<file path="config.mk">
export PLATFORM = sky130hd
export DESIGN_NAME = crc_chain_engine
export DESIGN_NICKNAME = d
export VERILOG_FILES = /design/src/rtl/crc_chain_pkg.sv /design/src/rtl/crc_fb_sel.sv /design/src/rtl/crc_slice.sv /design/src/rtl/crc_chain_engine.sv
export SDC_FILE = /design/constraint.sdc
export NUM_CORES = 1
export LEC_CHECK = 0
export BUFFER_PORTS_ARGS = -buffer_cell sky130_fd_sc_hd__buf_2
export CELL_PAD_IN_SITES_DETAIL_PLACEMENT = 0
export CELL_PAD_IN_SITES_GLOBAL_PLACEMENT = 2
export CORE_ASPECT_RATIO = 0.8
export CORE_UTILIZATION = 37
export CTS_CLUSTER_SIZE = 20
export DETAILED_ROUTE_END_ITERATION = 7
export PLACE_DENSITY_LB_ADDON = 0.1
export REMOVE_ABC_BUFFERS = 1
export SLEW_MARGIN = 10
export SYNTH_ARGS = -nofsm -noshare
export SYNTH_HDL_FRONTEND = slang
export SYNTH_HIERARCHICAL = 1
export SYNTH_SLANG_ARGS = --single-unit
</file>
<file path="constraint.sdc">
create_clock -name clk -period 5.15 [get_ports clk]
set_clock_uncertainty 0.15 [all_clocks]
set_input_delay 1.03 -clock clk [delete_from_list [all_inputs] [get_ports clk]]
set_output_delay 1.03 -clock clk [all_outputs]
set_load 0.005 [all_outputs]
</file>
<file path="src/rtl/crc_chain_pkg.sv">
package crc_chain_pkg;
  localparam int unsigned SLICE_W = 8;
  localparam int unsigned POS_W   = $clog2(SLICE_W);

  typedef logic [SLICE_W-1:0] slice_t;

  // One Galois step on a single slice: gated polynomial XOR, then left shift.
  function automatic slice_t slice_next(input slice_t acc, input slice_t poly,
                                        input logic term, input logic shin);
    slice_t x;
    x = acc ^ (poly & {SLICE_W{term}});
    return {x[SLICE_W-2:0], shin};
  endfunction

  // Bit that leaves the top of a slice during a step.
  function automatic logic slice_carry(input slice_t acc, input slice_t poly,
                                       input logic term);
    return acc[SLICE_W-1] ^ (poly[SLICE_W-1] & term);
  endfunction

  // Keep bits at and below the tap, clear those above it.
  function automatic slice_t keep_upto(input logic [POS_W-1:0] sel);
    slice_t m;
    for (int i = 0; i < SLICE_W; i++) m[i] = (i <= int'(sel));
    return m;
  endfunction
endpackage

</file>
<file path="src/rtl/crc_fb_sel.sv">
module crc_fb_sel
  import crc_chain_pkg::*;
(
  input  slice_t           top_acc,
  input  logic [POS_W-1:0] msb_sel,
  input  logic             si,
  input  logic             prs_mode,
  input  logic             ext_mode,
  input  logic             ext_fb,
  input  logic             fb_en,
  output logic             msb,
  output logic             fb_raw,
  output logic             fb_term,
  output logic             fb_shift
);
  logic si_eff;

  always_comb begin
    msb      = top_acc[msb_sel];
    si_eff   = si & ~prs_mode;
    fb_raw   = ext_mode ? ext_fb : (msb ^ si_eff);
    fb_term  = fb_en ? fb_raw : 1'b1;
    fb_shift = fb_en & fb_raw;
  end
endmodule

</file>
<file path="src/rtl/crc_slice.sv">
module crc_slice
  import crc_chain_pkg::*;
(
  input  logic   clk,
  input  logic   rst_n,
  input  logic   poly_we,
  input  logic   acc_we,
  input  slice_t wdata,
  input  logic   step,
  input  logic   fb_term,
  input  logic   shift_in,
  input  slice_t keep,
  output slice_t acc_q,
  output slice_t poly_q,
  output logic   carry_out
);
  slice_t nxt;

  always_comb begin
    nxt       = slice_next(acc_q, poly_q, fb_term, shift_in) & keep;
    carry_out = slice_carry(acc_q, poly_q, fb_term);
  end

  always_ff @(posedge clk or negedge rst_n) begin
    if (!rst_n) begin
      acc_q  <= '0;
      poly_q <= '0;
    end else begin
      if (poly_we) poly_q <= wdata;
      if (acc_we)       acc_q <= wdata;
      else if (step)    acc_q <= nxt;
    end
  end

  // an idle slice holds its accumulator
  p_idle_hold_r8: assert property (@(posedge clk) disable iff (!rst_n)
    (!step && !acc_we) |=> $stable(acc_q));

  // accumulator write lands on the next cycle
  p_acc_write_r2: assert property (@(posedge clk) disable iff (!rst_n)
    acc_we |=> acc_q == $past(wdata));

  // polynomial changes only through its write strobe
  p_poly_write_r2: assert property (@(posedge clk) disable iff (!rst_n)
    !poly_we |=> $stable(poly_q));
endmodule

</file>
<file path="src/rtl/crc_chain_engine.sv">
module crc_chain_engine
  import crc_chain_pkg::*;
#(
  parameter int unsigned SLICES  = 2,
  localparam int unsigned TOTAL_W = SLICES * SLICE_W,
  localparam int unsigned IDX_W   = (SLICES > 1) ? $clog2(SLICES) : 1
) (
  input  logic               clk,
  input  logic               rst_n,
  input  logic               wr_en,
  input  logic               wr_tgt,
  input  logic [IDX_W-1:0]   wr_idx,
  input  logic [SLICE_W-1:0] wr_data,
  input  logic [POS_W-1:0]   msb_sel,
  input  logic               prs_mode,
  input  logic               ext_mode,
  input  logic               ext_fb,
  input  logic               step,
  input  logic               fb_en,
  input  logic               si,
  output logic [TOTAL_W-1:0] acc_o,
  output logic               msb_o,
  output logic               fb_o
);
  slice_t              acc_s  [SLICES];
  slice_t              poly_s [SLICES];
  logic [SLICES-1:0]   carry;
  logic                step_eff;
  logic                fb_term, fb_shift;
  slice_t              top_keep;

  assign step_eff = step & ~wr_en;
  assign top_keep = keep_upto(msb_sel);

  crc_fb_sel u_fb (
    .top_acc (acc_s[SLICES-1]),
    .msb_sel (msb_sel),
    .si      (si),
    .prs_mode(prs_mode),
    .ext_mode(ext_mode),
    .ext_fb  (ext_fb),
    .fb_en   (fb_en),
    .msb     (msb_o),
    .fb_raw  (fb_o),
    .fb_term (fb_term),
    .fb_shift(fb_shift)
  );

  for (genvar i = 0; i < SLICES; i++) begin : g_slice
    logic   sel_me, sin;
    slice_t keep;
    assign sel_me = wr_en && (wr_idx == IDX_W'(i));
    if (i == 0) begin : g_bottom
      assign sin = fb_shift;
    end else begin : g_link
      assign sin = carry[i-1];
    end
    if (i == SLICES - 1) begin : g_top
      assign keep = top_keep;
    end else begin : g_low
      assign keep = '1;
    end

    crc_slice u_slice (
      .clk      (clk),
      .rst_n    (rst_n),
      .poly_we  (sel_me & ~wr_tgt),
      .acc_we   (sel_me & wr_tgt),
      .wdata    (wr_data),
      .step     (step_eff),
      .fb_term  (fb_term),
      .shift_in (sin),
      .keep     (keep),
      .acc_q    (acc_s[i]),
      .poly_q   (poly_s[i]),
      .carry_out(carry[i])
    );
    assign acc_o[i*SLICE_W +: SLICE_W] = acc_s[i];
  end

  // internal feedback is the tap XOR the (possibly forced) serial bit
  p_fb_internal_r3: assert property (@(posedge clk) disable iff (!rst_n)
    (step && !wr_en && fb_en && !ext_mode) |=>
      acc_o[0] == ($past(msb_o) ^ ($past(si) & ~$past(prs_mode))));

  // disabled feedback shifts a zero into bit 0
  p_fb_off_zero_r5: assert property (@(posedge clk) disable iff (!rst_n)
    (step && !wr_en && !fb_en) |=> acc_o[0] == 1'b0);

  // external feedback reaches bit 0 unchanged
  p_ext_fb_r6: assert property (@(posedge clk) disable iff (!rst_n)
    (step && !wr_en && fb_en && ext_mode) |=> acc_o[0] == $past(ext_fb));

  // nothing survives above the tap after a step
  p_above_clear_r7: assert property (@(posedge clk) disable iff (!rst_n)
    (step && !wr_en) |=>
      ((acc_s[SLICES-1] >> $past(msb_sel)) >> 1) == '0);
endmodule

</file>
---- Word level (Yosys, flattened, before mapping) ----
Index checks and enable logic that the tools add are counted.
word-level totals
  input bits .............................. 22
  register bits ........................... 31
  output and inout port bits .............. 18
  word-level logic and storage cells ...... 43
operators by class
  mux-type cells .......................... 8
  reductions and logical operators ........ 4
  magnitude comparators ................... 8
  bitwise gates (word level) .............. 19
operators by type and width
  cell                count
  $mux 8              4
  $and 7x7->7         2
  $xor 7x7->7         2
  $le 3x3->1 const A  4
  $and 1x1->1         8
  $and 8x8->8         1
  $le 2x3->1 const A  2
  $lt 3x4->1 const B  1
  $not 1->1           4
  $reduce_bool 2->1   2
  $bmux 1 s3          1
  $le 1x3->1 const A  1
  $mux 1              3
  $logic_and 1x1->1   2
  $xor 1x1->1         2

---- Depth between registers and ports, before layout ----
  word-level depth ........................ 10
  depth in mapped cells ................... 9
  gate-level depth less buffers ........... 8

---- Cells and area by module ----
The synthesis kept the hierarchy.
by module, submodules not included
  module            cells each  seq. area each (um^2)  instances  area each (um^2)
  crc_slice         76          400.4                  2          848.3
  crc_fb_sel        11          0.0                    1          126.4
  crc_chain_engine  13          0.0                    1          88.8

---- Least setup slack after synthesis ----
OpenSTA, ideal clock, no wires.
  path kind ............................... in2out
  start point ............................. in msb_sel[0]
  end point ............................... out fb_o
  arrival ................................. 2.258 ns
  slack ................................... 1.712 ns
  buffers on the path ..................... 0
  cell stages on the path ................. 4
  cells stage by stage .................... mux4_1 > mux2_4 > mux2_4 > nor2_1
on the way
  cells in the longest elaborated chain, start to end .. 4
ends and longest elaborated chain
  item                          RTL line                source
  from (decl)                   crc_chain_engine.sv:14  input logic [POS_W-1:0] msb_sel,
  $bmux 1 s3                    crc_fb_sel.sv:19        msb = top_acc[msb_sel];
  $mux 1 (implied by the code)  crc_fb_sel.sv:19
  named net msb_o               crc_chain_engine.sv:22  output logic msb_o,
  $xor 1x1->1                   crc_fb_sel.sv:21        fb_raw = ext_mode ? ext_fb : (msb ^ si_eff);
  $mux 1                        crc_fb_sel.sv:21
  to (decl)                     crc_chain_engine.sv:23  output logic fb_o
The timed path passes the listed nets, and every way through them passes these cells. The select of a mux whose other input is x is not followed.

---- Worst setup path in the final report ----
  start point ............................. in msb_sel[0]
  end point ............................... out fb_o
on the way
  cells in the longest elaborated chain, start to end .. 4
ends and longest elaborated chain
  item                          RTL line
  $bmux 1 s3                    crc_fb_sel.sv:19
  $mux 1 (implied by the code)  crc_fb_sel.sv:19
  $xor 1x1->1                   crc_fb_sel.sv:21
  $mux 1                        crc_fb_sel.sv:21
Every way passes these cells. The select of a mux whose other input is x is not followed.

==> results.txt <==
Status -> finished, final reports clean
Max Clk Rate -> 270 MHz
Dpl cell area -> 2100 um^2
Terminus of the critical flop-to-flop path -> g_slice[1].u_slice/acc_q[0]$_DFFE_PN0P_
Syn_area_per_cell -> 10.8 um^2
Psw -> 0.217 mW
Post-Synthesis Cells -> 172
I/O pin count -> 40
CP Launch Type -> primary input
Total track usage -> 0.175
# H-tree levels -> 2
Detail Route Antenna Nets -> 0
Crit Path Class -> in -> out
Placeable Area -> 4710 um^2
Minimum clock period -> 3700 ps
Most common cell after layout, fill and taps aside -> buf_2
Rows -> 22
DR pass1 iterations -> 4
Commonest cells after routing, fill and taps aside -> 39 x buf_2, 31 x dfrtp_1, 17 x nand2_1, 15 x mux2_2
Flop pwr share -> 0.444
Hold Path End -> g_slice[0].u_slice/poly_q[5]$_DFFE_PN0P_
ANT cells -> 0
Slew margin rel. -> 0.319
Warnings from Yosys -> 6
Final WS setup -> 1450 ps
Hold Slack -> 355 ps
Reg2Reg Depth -> 9
Comb pwr share -> 0.272
DP Worst Slack -> 1450 ps
DRC -> 0
Setup Fix Bufs, Post-CTS -> 0
CTS tree -> built
Die W -> 81.3 um
Crit path required time -> 3970 ps
RSZ-0062 raised after global routing -> no
Final design utilization -> 0.467
Fin area -> 2200 um^2
Routability cong. -> 0.706
Cts hold-fix bufs -> 0
Worst hold path type -> reg -> reg
Die height -> 65.5 um
Initial antenna violation count -> 0
WHS Path Cells -> 1
Via-per-instance ratio -> 4.99
Critical path peak fanout -> 6
Clock slew at reported path FFs -> 60 ps
Worst-Skew Late Latency -> 280 ps
GR Overflow Total -> 0
Cell Area, Synth -> 1860 um^2
Largest net degree at the start of global routing -> 32
Die Area -> 5330 um^2
Hold_sp -> g_slice[0].u_slice/poly_q[5]$_DFFE_PN0P_
Global-route wire length before repair -> 6820 um
Starting Density -> 0.396
Internal reg-to-reg setup slack -> 2440 ps
Layout cells sized above 1 -> 0.379
Dpl cells -> 271
DR iter-0 viols -> 62
Final worst path period share -> 0.718
Endpoints failing setup -> 0
PortBufs -> 39
Fin cells -> 279
TritonCTS sink count -> 31
Int Power -> 0.517 mW
Max-Cap Viols -> 0
Nets -> 240
CTS max path bufs -> 2
DP HPWL -> 2940 um
Worst VDD drop -> 0.179 mV
CP arrival -> 2520 ps
Post-cts sizing count -> 0
Power per standard cell area -> 334 nW/um^2
Final Max Slew Viols -> 0
Clk root buf -> clkbuf_8
Area Overhead vs Synth -> 18.1%
Leakage power -> 1.03 nW
Worst slew pin tran -> 1020 ps
Fin. Hold Viols -> 0
Switch share -> 0.296
Wire per inst -> 15.0 um
Reg-to-reg critical path startpoint -> g_slice[1].u_slice/acc_q[1]$_DFFE_PN0P_
Element type at the critical path end -> primary output
Power, Total -> 0.734 mW
Clock power frac -> 0.284
CTS buffer count -> 5
Vias in the first global route -> 1356
Setup TNS Final -> 0 ps
Final wirelength -> 4180 um
DR vias -> 1392
==> how the worst max path moves through the flow <==
stage                    start                                      end
CTS                 msb_sel[0]                                     fb_o
finish              msb_sel[0]                                     fb_o
floorplan           msb_sel[0]  g_slice[1].u_slice/acc_q[0]$_DFFE_PN0P_
detailed placement  msb_sel[0]                                     fb_o
global placement    msb_sel[0]                                     fb_o
global route        msb_sel[0]                                     fb_o
==> worst max-delay path: stages <==
cell,delay (ps)
buf_2,140
mux4_1,550
mux2_4,290
mux2_4,320
nor2_1,80
buf_2,110
==> layer usage <==
layer	routed length [um]	vias up	global-route usage
met2	1900	27	0.279
li1	-	689	-
met4	33	0	0.0536
met1	2070	672	0.236
met3	174	4	0.0375
met5	0	-	0
==> flip-flops by register name, summed over array words and instances (netlist names) <==
name / cells
g_slice.u_slice/acc_q: 16
g_slice.u_slice/poly_q: 15
==> final cells by class <==
cell class                      instances  area [um^2]
Timing Repair Buffer                   42          218
Inverter                                1         3.75
Multi-Input combinational cell        137         1030
Fill cell                             459         2510
Sequential cell                        31          776
Tap cell                               60         75.1
Clock buffer                            8          100
==> power by group through the flow <==
stage | Sequential, mW | Combinational (mW) | Clock [mW]
final | 0.326 | 0.200 | 0.209
after global routing | 0.332 | 0.225 | 0.228
after CTS | 0.326 | 0.203 | 0.220
after detailed placement | 0.330 | 0.202 | 0
after global placement | 0.328 | 0.197 | 0
after floorplan | 0.324 | 0.130 | 0
(Power assumes the default switching activity.)
